<file path="src/rtl/eic_pkg.sv">
// Shared types for the debounced interrupt controller.
package eic_pkg;
    // Per-line trigger selection; encoding is visible in the config word.
    typedef enum logic [1:0] {
        TRG_HIGH = 2'b00,
        TRG_LOW  = 2'b01,
        TRG_RISE = 2'b10,
        TRG_FALL = 2'b11
    } trig_e;

    // One-cycle pulses announcing an accepted level change.
    typedef struct packed {
        logic rise;
        logic fall;
    } edge_t;
endpackage

</file>
<file path="src/rtl/eic_sync.sv">
// Two-flop synchronizer for one asynchronous input line.
// Assumes: d may change at any time relative to clk.
// Both stages are exposed so the idle detector can see a change early.
module eic_sync (
    input  logic clk,
    input  logic rst_n,
    input  logic d,
    output logic s1,
    output logic s2
);
    // Shift the input through two stages.
    always_ff @(posedge clk) begin
        if (!rst_n) begin
            s1 <= 1'b0;
            s2 <= 1'b0;
        end else begin
            s1 <= d;
            s2 <= s1;
        end
    end
endmodule

</file>
<file path="src/rtl/eic_debounce.sv">
// Tick-based debounce for one line.
// Counts tick pulses while the synchronized input differs from the accepted
// level and accepts the new level on the pulse after the count reaches the
// limit, so the level has held for at least `limit` whole tick periods.
// Assumes: tick is a single-cycle pulse; a limit of 0 behaves as 1.
module eic_debounce
    import eic_pkg::*;
#(
    parameter int CNT_W = 12
) (
    input  logic             clk,
    input  logic             rst_n,
    input  logic             en,
    input  logic             tick,
    input  logic             din,
    input  logic [CNT_W-1:0] limit,
    output logic             level,
    output logic [CNT_W-1:0] cnt,
    output logic             idle,
    output edge_t            ev
);
    logic [CNT_W-1:0] lim_eff;
    logic             differ;
    logic             hit;

    // Resolve the effective limit and the acceptance condition.
    always_comb begin
        lim_eff = (limit == '0) ? CNT_W'(1) : limit;
        differ  = (din != level);
        hit     = en && differ && tick && (cnt == lim_eff);
    end

    // Count ticks while the input differs; accept when the limit is passed.
    always_ff @(posedge clk) begin
        if (!rst_n) begin
            cnt   <= '0;
            level <= 1'b0;
        end else if (!en || !differ) begin
            cnt <= '0;
        end else if (hit) begin
            cnt   <= '0;
            level <= din;
        end else if (tick) begin
            cnt <= cnt + CNT_W'(1);
        end
    end

    // Announce the direction of an accepted change.
    always_comb begin
        ev.rise = hit && din;
        ev.fall = hit && !din;
        idle    = (cnt == '0);
    end
endmodule

</file>
<file path="src/rtl/eic_trigger.sv">
// Trigger qualification and sticky raw status for one line.
// Edge modes fire on the acceptance pulse; level modes fire once while armed
// and re-arm only after status is cleared and the level has gone inactive.
// Assumes: clr is a single-cycle pulse from the register block.
module eic_trigger
    import eic_pkg::*;
(
    input  logic  clk,
    input  logic  rst_n,
    input  logic  en,
    input  trig_e mode,
    input  logic  level,
    input  edge_t ev,
    input  logic  clr,
    output logic  raw
);
    logic armed;
    logic active;
    logic set;
    logic lvl_mode;

    // Decide whether this cycle produces an event.
    always_comb begin
        lvl_mode = (mode == TRG_HIGH) || (mode == TRG_LOW);
        active   = (mode == TRG_HIGH) ? level : !level;
        unique case (mode)
            TRG_HIGH: set = armed && level;
            TRG_LOW:  set = armed && !level;
            TRG_RISE: set = ev.rise;
            TRG_FALL: set = ev.fall;
            default:  set = 1'b0;
        endcase
        set = set && en;
    end

    // Sticky status: a new event wins over a simultaneous clear.
    always_ff @(posedge clk) begin
        if (!rst_n)
            raw <= 1'b0;
        else if (set)
            raw <= 1'b1;
        else if (clr)
            raw <= 1'b0;
    end

    // Single-shot arming for level modes.
    always_ff @(posedge clk) begin
        if (!rst_n)
            armed <= 1'b1;
        else if (set && lvl_mode)
            armed <= 1'b0;
        else if (!raw && !active)
            armed <= 1'b1;
    end
endmodule

</file>
<file path="src/rtl/eic_regs.sv">
// Register file: one config word per line, a clear word, raw and masked
// status words. Config: limit in [CNT_W-1:0], mode in [CNT_W+1:CNT_W],
// enable in [CNT_W+3]. Addresses: N_LINES clear, +1 raw, +2 masked.
// Assumes: reads are combinational from addr; writes take effect on the edge.
module eic_regs
    import eic_pkg::*;
#(
    parameter int N_LINES = 8,
    parameter int CNT_W   = 12,
    parameter int ADDR_W  = 4,
    parameter int DATA_W  = 16
) (
    input  logic                            clk,
    input  logic                            rst_n,
    input  logic                            wr_en,
    input  logic [ADDR_W-1:0]               addr,
    input  logic [DATA_W-1:0]               wdata,
    input  logic [N_LINES-1:0]              raw,
    output logic [N_LINES-1:0]              en,
    output logic [N_LINES-1:0][CNT_W-1:0]   limit,
    output logic [N_LINES-1:0][1:0]         mode,
    output logic [N_LINES-1:0]              clr,
    output logic [DATA_W-1:0]               rdata
);
    localparam int TRIG_LSB = CNT_W;
    localparam int EN_BIT   = CNT_W + 3;
    localparam logic [ADDR_W-1:0] CLR_ADDR = ADDR_W'(N_LINES);
    localparam logic [ADDR_W-1:0] RAW_ADDR = ADDR_W'(N_LINES + 1);
    localparam logic [ADDR_W-1:0] MSK_ADDR = ADDR_W'(N_LINES + 2);

    initial begin
        if (EN_BIT >= DATA_W) $error("config word does not fit DATA_W");
    end

    for (genvar i = 0; i < N_LINES; i++) begin : g_cfg
        // Capture the config word addressed to this line.
        always_ff @(posedge clk) begin
            if (!rst_n) begin
                en[i]    <= 1'b0;
                limit[i] <= '0;
                mode[i]  <= 2'b00;
            end else if (wr_en && addr == ADDR_W'(i)) begin
                en[i]    <= wdata[EN_BIT];
                limit[i] <= wdata[CNT_W-1:0];
                mode[i]  <= wdata[TRIG_LSB+1:TRIG_LSB];
            end
        end
    end

    // Write-one-to-clear pulse per line.
    always_comb begin
        clr = (wr_en && addr == CLR_ADDR) ? wdata[N_LINES-1:0] : '0;
    end

    // Read multiplexer.
    always_comb begin
        rdata = '0;
        for (int i = 0; i < N_LINES; i++) begin
            if (addr == ADDR_W'(i)) begin
                rdata[CNT_W-1:0]             = limit[i];
                rdata[TRIG_LSB+1:TRIG_LSB]   = mode[i];
                rdata[EN_BIT]                = en[i];
            end
        end
        if (addr == RAW_ADDR) rdata[N_LINES-1:0] = raw;
        if (addr == MSK_ADDR) rdata[N_LINES-1:0] = raw & en;
    end
endmodule

</file>
<file path="src/rtl/eic_debounce_ctrl.sv">
// Debounced external interrupt controller, top level.
// Per line: synchronizer, tick debounce, trigger/status. Shared: register
// file, combined interrupt and an idle clock-gate request.
// Assumes: tick_ms is a one-cycle pulse each millisecond from outside;
// the clock gate itself lives outside this block.
module eic_debounce_ctrl
    import eic_pkg::*;
#(
    parameter int N_LINES = 8,
    parameter int CNT_W   = 12,
    parameter int ADDR_W  = 4,
    parameter int DATA_W  = 16
) (
    input  logic               clk,
    input  logic               rst_n,
    input  logic               tick_ms,
    input  logic [N_LINES-1:0] lines_in,
    input  logic               wr_en,
    input  logic [ADDR_W-1:0]  addr,
    input  logic [DATA_W-1:0]  wdata,
    output logic [DATA_W-1:0]  rdata,
    output logic               irq,
    output logic               cg_req
);
    logic [N_LINES-1:0]            en;
    logic [N_LINES-1:0][CNT_W-1:0] limit;
    logic [N_LINES-1:0][1:0]       mode;
    logic [N_LINES-1:0]            clr;
    logic [N_LINES-1:0]            raw;
    logic [N_LINES-1:0]            acc;
    logic [N_LINES-1:0]            s1;
    logic [N_LINES-1:0]            s2;
    logic [N_LINES-1:0]            idle;
    logic [N_LINES-1:0]            settled;
    logic [N_LINES-1:0][CNT_W-1:0] cnt;

    eic_regs #(
        .N_LINES(N_LINES), .CNT_W(CNT_W), .ADDR_W(ADDR_W), .DATA_W(DATA_W)
    ) u_regs (
        .clk(clk), .rst_n(rst_n), .wr_en(wr_en), .addr(addr), .wdata(wdata),
        .raw(raw), .en(en), .limit(limit), .mode(mode), .clr(clr),
        .rdata(rdata)
    );

    for (genvar i = 0; i < N_LINES; i++) begin : g_line
        edge_t ev;

        eic_sync u_sync (
            .clk(clk), .rst_n(rst_n), .d(lines_in[i]), .s1(s1[i]), .s2(s2[i])
        );

        eic_debounce #(.CNT_W(CNT_W)) u_deb (
            .clk(clk), .rst_n(rst_n), .en(en[i]), .tick(tick_ms), .din(s2[i]),
            .limit(limit[i]), .level(acc[i]), .cnt(cnt[i]), .idle(idle[i]),
            .ev(ev)
        );

        eic_trigger u_trg (
            .clk(clk), .rst_n(rst_n), .en(en[i]), .mode(trig_e'(mode[i])),
            .level(acc[i]), .ev(ev), .clr(clr[i]), .raw(raw[i])
        );

        // A line is quiet when disabled or fully settled at every stage.
        always_comb begin
            settled[i] = !en[i] || (idle[i] && (s2[i] == acc[i]) &&
                         (s1[i] == s2[i]) && (lines_in[i] == s1[i]));
        end
    end

    // Combined interrupt and idle request.
    always_comb begin
        irq    = |(raw & en);
        cg_req = &settled;
    end
endmodule

</file>
<file path="config.mk">
export PLATFORM = sky130hd
export DESIGN_NAME = eic_debounce_ctrl
export DESIGN_NICKNAME = d
export VERILOG_FILES = /design/src/rtl/eic_pkg.sv /design/src/rtl/eic_sync.sv /design/src/rtl/eic_debounce.sv /design/src/rtl/eic_trigger.sv /design/src/rtl/eic_regs.sv /design/src/rtl/eic_debounce_ctrl.sv
export SDC_FILE = /design/constraint.sdc
export NUM_CORES = 1
export LEC_CHECK = 0
export BUFFER_PORTS_ARGS = -buffer_cell sky130_fd_sc_hd__buf_2
export CORE_MARGIN = 2
export CORE_UTILIZATION = 30
export CTS_CLUSTER_SIZE = 28
export DETAILED_ROUTE_END_ITERATION = 8
export PLACE_DENSITY_LB_ADDON = 0.08
export SYNTH_ARGS = -nofsm -noshare
export SYNTH_HDL_FRONTEND = slang
export SYNTH_SLANG_ARGS = --single-unit
</file>
<file path="constraint.sdc">
create_clock -name clk -period 2.55 [get_ports clk]
set_input_delay 0.3825 -clock clk [delete_from_list [all_inputs] [get_ports clk]]
set_output_delay 0.3825 -clock clk [all_outputs]
set_load 0.01 [all_outputs]
</file>
==> results of run 1 <==
[through the flow]
stage	std cells	instance area [µm²]	utilization, %	power [W]
finish	2410	16600	36.4	0.00945
global route	2410	16600	36.4	0.00978
CTS	2407	16400	36.0	0.00957
detailed placement	2346	15100	33.1	0.00478
global placement	2346	15100	33.1	0.00478
floorplan	1733	13900	-	0.00452
[sequential cells by signal, indices dropped and copies added, names as in the netlist]
register            flops
g_line.u_deb.cnt       96
g_line.u_deb.level      8
g_line.u_sync.s1        8
g_line.u_sync.s2        8
g_line.u_trg.armed      8
g_line.u_trg.raw        8
u_regs.en               8
u_regs.limit           96
u_regs.mode            16
[metal layers]
metal	global-route usage (%)	wire length [µm]
met4	5.91	1050
met3	3.91	3070
met5	0	0
met2	30.1	20700
met1	30.7	24800
[layout make-up]
| class | instances | area (µm²) |
|---|---|---|
| fillers | 4752 | 29000 |
| multi-input cells | 1319 | 8470 |
| flip-flops and latches | 256 | 5160 |
| clock buffers | 56 | 1070 |
| repair buffers | 136 | 960 |
| well taps | 600 | 751 |
| inverters | 40 | 153 |
| clock inverters | 3 | 21.3 |
[placed cells by master (no fill, tap or decap), types with 6 or more instances in the layout]
cell type	count
clkbuf_8	7
a21o_1	6
clkbuf_16	37
clkbuf_1	12
and2_1	16
a21oi_1	149
buf_2	46
nor4_1	41
nand4_1	47
nand2b_1	17
or4_1	17
ha_1	15
nand2_1	347
dfxtp_2	13
o22ai_1	16
xnor2_1	51
mux2i_1	23
nor2_1	87
dfxtp_1	238
and3_1	25
o21ai_0	30
nor2b_1	17
a22o_1	6
nand3_1	27
nor4_2	19
buf_4	85
mux2_2	7
inv_1	35
a22oi_1	23
and4_1	8
xor2_1	142
mux4_2	19
nor3_1	79
[worst paths after layout]
check | endpoint | depth (start not counted) | start | slack (ns)
max | cg_req | 5 | g_line[0].u_deb.level | -0.02
min | g_line[0].u_sync.s1 | 2 | lines_in[0] | 0.08
max reg2reg | g_line[5].u_trg.raw | 5 | u_regs.limit[67] | 0.58
min reg2reg | g_line[3].u_sync.s2 | 1 | g_line[3].u_sync.s1 | 0.49
[cells by family after synthesis]
logic type      count (synthesis)
xor+xnor                      195
mux                            49
compound gates                280
other cells                     1
simple gates                  778
buf+inv                       158
fa+ha+maj                      16
flops                         256
[worst reg2reg max path, delay by kind of cell, from the launching register on]
family	cells	cell delay, ns
flops	1	0.35
simple gates	3	1.28
compound gates	2	0.28
[where the power goes]
group          switching (W)  internal (W)
registers          0.0000633       0.00403
logic               0.000397      0.000229
clock network        0.00187       0.00285
total                0.00233       0.00711
[repair_timing]
action / in CTS / in global routing
endpoints found under the setup margin: 3 / 3
pin swaps: 14 / 13
resized for setup: 49 / 29
buffers inserted: 2 / 3
==> results.yml, run 1 <==
status:
  status: "finished, violations left"
  violations: "negative setup slack"
setup_path:
  cpPeakStageDelay_ns: 0.52
  cp_max_fo: 2
  cp_top_family: "simple AND/OR/NAND/NOR gates"
  end_kind: "output pin"
  worstPathArrival_ns: 2.19
  cp-start-kind: "register"
  crit_required_ns: 2.17
  worstSetupPathType: "reg -> out"
  crit_chain: "or4_4 -> a21oi_2 -> a2bb2oi_2 -> and4_4 -> buf_6"
  cp_num_buf_inv: 1
  worst_path_max_delay_cell: "or4_4"
clock_tree:
  cts.clk_slew.worst_paths_ns: 0.06
  cts_tree: "done"
  h-tree-depth: 2
  cts_buffer_depth: 3
  clk_latency_ns: 0.54
  cts_hold_buf: 0
  clkSinkCount: 256
  root_buffer: "clkbuf_16"
  cts_buffers: 34
floorplanning:
  num_io_pins: 50
  start_util_pct: 30.6
  coreArea_mm2: 0.0456
  num_rows: 78
  die_y_um: 220
  die_x_um: 220
  die-area_mm2: 0.0482
placement:
  gp_congestion: 0.925
  dpl_worst_slack_ns: 0.0300
  port_buffers: 47
  dp_hpwl_um: 36200
yosys:
  synth_top_family_by_area: "simple AND/OR/NAND/NOR gates"
  yosys.area_share.adder_pct: 1.44
  ys_top_cells_by_count: "nand2_1 (347), dfxtp_1 (256), a21oi_1 (150)"
  synth.area.top_cells: "dfxtp_1 (37%), nand2_1 (9.3%), xor2_1 (8.9%), a21oi_1 (5.4%), xnor2_1 (3.2%)"
  syn_area_mm2: 0.0139
  yosysMostFrequentCell: "nand2_1"
  synth-xor-area-share_pct: 12.4
  syn_nets: 1781
  muxShareOfSynthArea_pct: 5.29
  synth_top_cell_by_area: "dfxtp_1"
  synth_compound_area_share_pct: 12.1
  synth_area_per_cell_um2: 8.04
  ys_seq_area_share_pct: 36.8
  yosys.area_share.simple_pct: 27.2
  ys_ff_latch: 256
  synthCells: 1733
  synth_top_flop_cell: "dfxtp_1"
  synth_cell_types: 69
  synthArstFlopShare_pct: 0
  yosysWarnings: 0
  synth_top_area_share_pct: 36.8
  synth_edf_count: 0
min_path:
  hp-class: "in -> reg"
timing:
  relSlewSlack_pct: 58.0
  finalClockSkew_ns: 0.00925
  rsz0062_at_grt: "true"
  fin_ws_ns: -0.0190
  setup_violations: 1
  maxClockFrequency_mhz: 389
  fin_crit_sh_pct: 101
  setup_tns_ns: -0.0190
  worstMarginPinSlew_ns: 0.629
  fin_crit_ns: 2.57
  drv_slew: 0
  hold_viol_final: 0
  hold-worst-slack_ns: 0.0776
grt:
  grt_pass1_vias: 11973
  grt_max_degree: 41
  grt_overflow: 0
  grt.total_usage_pct: 20.7
  grt_pass1_wl_um: 75400
  antenna_found_initial: 1
routing:
  drtIter0Drc: 968
  drc_errors: 0
  vias: 12674
  viasPerCell: 5.26
  first_pass_iters: 7
  drt.antenna.violating_nets: 0
  wire_per_inst_um: 20.6
  drt-total-wl_um: 49600
pwr:
  power_density_mw_per_mm2: 570
  power.leakage_nw: 6.26
  peakVddDrop_mv: 0.377
final_layout:
  n_antenna_cell: 0
  final_nets: 1835
  syn2layout_area_growth_pct: 18.9
  drive_gt1_share_pct: 15.9
flow_run:
  maxCapViolations: 0
No activity file was read; power rests on OpenSTA's default activity.
==> run 2: changes to the inputs <==
==> constraint.sdc (replaced) <==
create_clock -name clk -period 2.55 [get_ports clk]
set_input_delay 0.255 -clock clk [delete_from_list [all_inputs] [get_ports clk]]
set_output_delay 0.255 -clock clk [all_outputs]
set_load 0.01 [all_outputs]
==> results.yml, run 2 (synthesized netlist as in run 1, its figures left out) <==
clock_tree:
  cts_tree: "done"
  cts_buffers: 35
  cts.clk_slew.worst_paths_ns: 0.06
  h-tree-depth: 2
  clk_latency_ns: 0.54
  cts_buffer_depth: 3
  root_buffer: "clkbuf_16"
  clkSinkCount: 256
  postCtsSetupBuffers: 0
status:
  status: "completed"
final_layout:
  layout_commonest_cell: "nand2_1"
  top_regs: "g_line.u_deb.cnt (96), u_regs.limit (96), u_regs.mode (16)"
  final_cell_mix: "nand2_1 (347), dfxtp_1 (245), a21oi_1 (149)"
  n_antenna_cell: 0
  drive_gt1_share_pct: 13.5
  fin_cells: 2387
  syn2layout_area_growth_pct: 16.7
  finalInstanceArea_mm2: 0.0163
  final_nets: 1816
routing:
  first_pass_iters: 5
  vias: 12682
  drtIter0Drc: 1115
  drc_errors: 0
  drt-total-wl_um: 49300
  drt.antenna.violating_nets: 0
  wire_per_inst_um: 20.6
  viasPerCell: 5.31
setup_path:
  startpoint: "lines_in[7]"
  worstSetupPathType: "in -> out"
  crit_required_ns: 2.30
  ff2ff_setup_slack_ns: 0.59
  crit_end: "cg_req"
  crit-reg2reg-launch: "u_regs.limit[11]"
  cp_max_fo: 3
  cp-start-kind: "input port"
  r2r-end: "g_line[0].u_deb.level"
  end_kind: "output pin"
  worstPathArrival_ns: 2.26
  worst-r2r-cell-count: 5
pwr:
  clock_power_share_pct: 50.1
  power.leakage_nw: 6.10
  seqPwrFrac_pct: 43.4
  power.total_w: 0.00945
  swShare_pct: 24.4
  combinationalPowerShare_pct: 6.5
  p_sw_w: 0.00231
  peakVddDrop_mv: 0.441
  power.internal_w: 0.00714
  power_density_mw_per_mm2: 581
timing:
  hold-worst-slack_ns: 0.116
  drv_slew: 0
  fin_crit_sh_pct: 98.7
  worstMarginPinSlew_ns: 0.679
  hold_viol_final: 0
  relSlewSlack_pct: 54.6
  fin_crit_ns: 2.52
  maxClockFrequency_mhz: 397
  fin_ws_ns: 0.0320
  setup_violations: 0
  finalClockSkew_ns: 0.0107
floorplanning:
  die-area_mm2: 0.0482
  start_util_pct: 30.6
  num_io_pins: 50
  die_y_um: 220
  die_x_um: 220
  coreArea_mm2: 0.0456
  num_rows: 78
placement:
  gp_congestion: 0.912
  port_buffers: 47
  dpl_cell_area_mm2: 0.0149
  dp_hpwl_um: 35800
  dp_cells: 2323
  dpl_worst_slack_ns: 0.227
grt:
  grt.total_usage_pct: 20.4
  grt_pass1_wl_um: 74700
  antenna_found_initial: 1
  grt_overflow: 0
  grt_max_degree: 45
  grt_pass1_vias: 11857
min_path:
  hp-class: "in -> reg"
  hold_path_depth: 3
flow_run:
  maxCapViolations: 0
[run 2: how the worst min path moves through the flow]
stage / startpoint / to / slack (ns)
finish: wdata[15] / u_regs.en[5] / 0.12
global route: wdata[15] / u_regs.en[4] / 0.12
CTS: wdata[15] / u_regs.en[4] / 0.09
detailed placement: u_regs.limit[72] / u_regs.limit[72] / 0.47
global placement: g_line[0].u_sync.s1 / g_line[0].u_sync.s2 / 0.46
floorplan: lines_in[0] / g_line[0].u_sync.s1 / 0.38
[run 2: layout make-up]
type                            count  area [µm²]
Clock buffer                       47         983
Clock inverter                      9        98.8
Fill cell                        4723       29300
Inverter                           40         153
Multi-Input combinational cell   1319        8330
Sequential cell                   256        5140
Tap cell                          600         751
Timing Repair Buffer              116         817
[run 2: critical path, stage by stage]
cell	delay, ns
dlygate4sd3_1	0.53
buf_2	0.15
o41ai_4	0.36
nand4_1	0.26
a22oi_2	0.29
and4_4	0.30
buf_6	0.11
[run 2: layer usage]
layer,up-vias,part of all wire [%],track usage [%]
li1,6118,-,-
met1,6116,49,30.7
met2,373,41,28.8
met3,75,6.7,3.56
met4,0,3.1,7.27
met5,-,0,0
[run 2: power groups by stage]
stage	Sequential, W	Combinational (W)	Clock (W)
4_1_cts	0.00410	0.000597	0.00489
3_3_place_gp	0.00418	0.000578	0
3_5_place_dp	0.00419	0.000579	0
2_1_floorplan	0.00415	0.000369	0
6_report	0.00410	0.000611	0.00474
5_1_grt	0.00410	0.000656	0.00503
[run 2: through the flow]
step | setup TNS, ns | util [%]
after floorplan | 0 | -
after global placement | 0 | 32.7
after detailed placement | 0 | 32.7
after CTS | 0 | 35.5
after global routing | -0.0473 | 35.7
final | 0 | 35.7
[run 2: timing repair]
action / CTS / global route
endpoints found under the setup margin: 1 / 1
hold buffers: 8 / 0
cloned: 0 / 0
resized for setup: 22 / 23
endpoints found under the hold margin: 8 / 0
pin swaps: 6 / 6
==> run 3: changes to the inputs <==
- CAP_MARGIN: unset -> 10
- CTS_BUF_LIST: unset -> sky130_fd_sc_hd__clkbuf_8
==> results.yml, run 3 (synthesized netlist as in run 1, its figures left out) <==
routing:
  viasPerCell: 5.25
  drt.antenna.violating_nets: 0
  drtIter0Drc: 1124
  first_pass_iters: 7
  wire_per_inst_um: 20.5
  drt-total-wl_um: 49800
  drc_errors: 0
  vias: 12760
pwr:
  power.leakage_nw: 6.20
  power.total_w: 0.00913
  peakVddDrop_mv: 0.397
  power_density_mw_per_mm2: 560
timing:
  setup_violations: 1
  finalClockSkew_ns: 0.0318
  maxClockFrequency_mhz: 389
  fin_ws_ns: -0.0190
  worstMarginPinSlew_ns: 0.669
  hold-worst-slack_ns: 0.0634
  fin_crit_sh_pct: 101
  hold_viol_final: 0
  drv_slew: 0
  rsz0062_at_grt: "true"
  relSlewSlack_pct: 55.3
  fin_crit_ns: 2.57
final_layout:
  top_regs: "g_line.u_deb.cnt (96), u_regs.limit (96), u_regs.mode (16)"
  nFillCells: 4758
  finalInstanceArea_mm2: 0.0163
  drive_gt1_share_pct: 14.9
  fin_util_pct: 35.8
  syn2layout_area_growth_pct: 17.0
  final_cell_mix: "nand2_1 (347), dfxtp_1 (244), a21oi_1 (149)"
  final_nets: 1840
  layout_commonest_cell: "nand2_1"
clock_tree:
  cts.clk_slew.worst_paths_ns: 0.06
  cts_tree: "done"
  clk_latency_ns: 0.64
  cts_buffers: 52
  root_buffer: "clkbuf_8"
  h-tree-depth: 2
  cts_buffer_depth: 3
  clkSinkCount: 256
placement:
  dp_hpwl_um: 35800
  dpl_cell_area_mm2: 0.0149
  gp_congestion: 0.912
  port_buffers: 47
status:
  violations: "negative setup slack"
  status: "finished, violations left"
floorplanning:
  num_io_pins: 50
  num_rows: 78
  coreArea_mm2: 0.0456
  start_util_pct: 30.6
  die_x_um: 220
  die-area_mm2: 0.0482
  die_y_um: 220
setup_path:
  cp-start-kind: "register"
  worstSetupPathType: "reg -> out"
  crit_required_ns: 2.30
  cpPeakStageDelay_ns: 0.37
  worstPathArrival_ns: 2.31
  end_kind: "output pin"
  worst_path_max_delay_cell: "dfxtp_1"
  cp_max_fo: 4
  crit_chain: "nor4_2 -> o2111ai_2 -> a22oi_1 -> and4_4 -> buf_6"
grt:
  grt_max_degree: 45
  grt_pass1_wl_um: 75300
  grt.total_usage_pct: 20.6
  grt_pass1_vias: 12013
  antenna_found_initial: 0
  grt_overflow: 0
flow_run:
  maxCapViolations: 0
min_path:
  hp-class: "in -> reg"
run 3: cell count changes in the layout (fill, tap and decap cells not counted), sizes merged:
cell,change
bufinv,-1
clkinv,-3
inv,+18
buf,+2
clkbuf,+21
diode,+1
dlygate4sd3,+5
run 3: where the power goes:
| part | switching (W) | leakage [nW] | internal, W |
|---|---|---|---|
| registers | 0.0000640 | 2.07 | 0.00404 |
| logic | 0.000392 | 3.51 | 0.000225 |
| clock network | 0.00195 | 0.614 | 0.00246 |
run 3: through the flow:
stage	setup TNS, ns	setup slack (ns)	instances
floorplan	0	0.724	1733
detailed placement	0	0.227	2323
global placement	0	0.246	2323
global route	-0.132	-0.132	2429
CTS	-0.0335	-0.0335	2429
finish	-0.0190	-0.0190	2430
run 3: cell type report:
cell class / count / area [µm²] / share of cell area (%)
Antenna cell: 1 / 2.50 / 0.0153
Timing Repair Buffer: 123 / 882 / 5.41
Clock inverter: 23 / 123 / 0.752
Multi-Input combinational cell: 1319 / 8320 / 51.0
Sequential cell: 256 / 5140 / 31.5
Tap cell: 600 / 751 / 4.60
Clock buffer: 68 / 936 / 5.74
Inverter: 40 / 153 / 0.936
run 3: metal layers:
metal	vias to the layer above	part of all wire [%]	GRT usage, %
met5	-	0	0
met4	0	3.4	7.83
met3	95	6.2	3.89
met2	366	40	28.8
met1	6122	50	30.8
li1	6177	-	-
run 3: critical path, delay by kind of cell (launching register included):
kind | cells | cell delay, ns
simple gates | 2 | 0.64
buf+inv | 1 | 0.11
flops | 1 | 0.37
compound gates | 2 | 0.56
run 3: worst paths after layout:
| check | startpoint | slack (ns) | endpoint | depth (start not counted) |
|---|---|---|---|---|
| max | g_line[6].u_deb.cnt[3] | -0.02 | cg_req | 5 |
| min | wdata[2] | 0.06 | u_regs.limit[62] | 3 |
| max reg2reg | u_regs.limit[11] | 0.57 | g_line[0].u_deb.level | 5 |
| min reg2reg | u_regs.limit[72] | 0.48 | u_regs.limit[72] | 2 |
run 3: timing repair:
item	CTS	global route
setup buffers	2	0
pin swaps	13	0
hold endpoints to repair	35	0
gates resized for setup	42	5
setup endpoints to repair	2	5
hold buffers	13	0
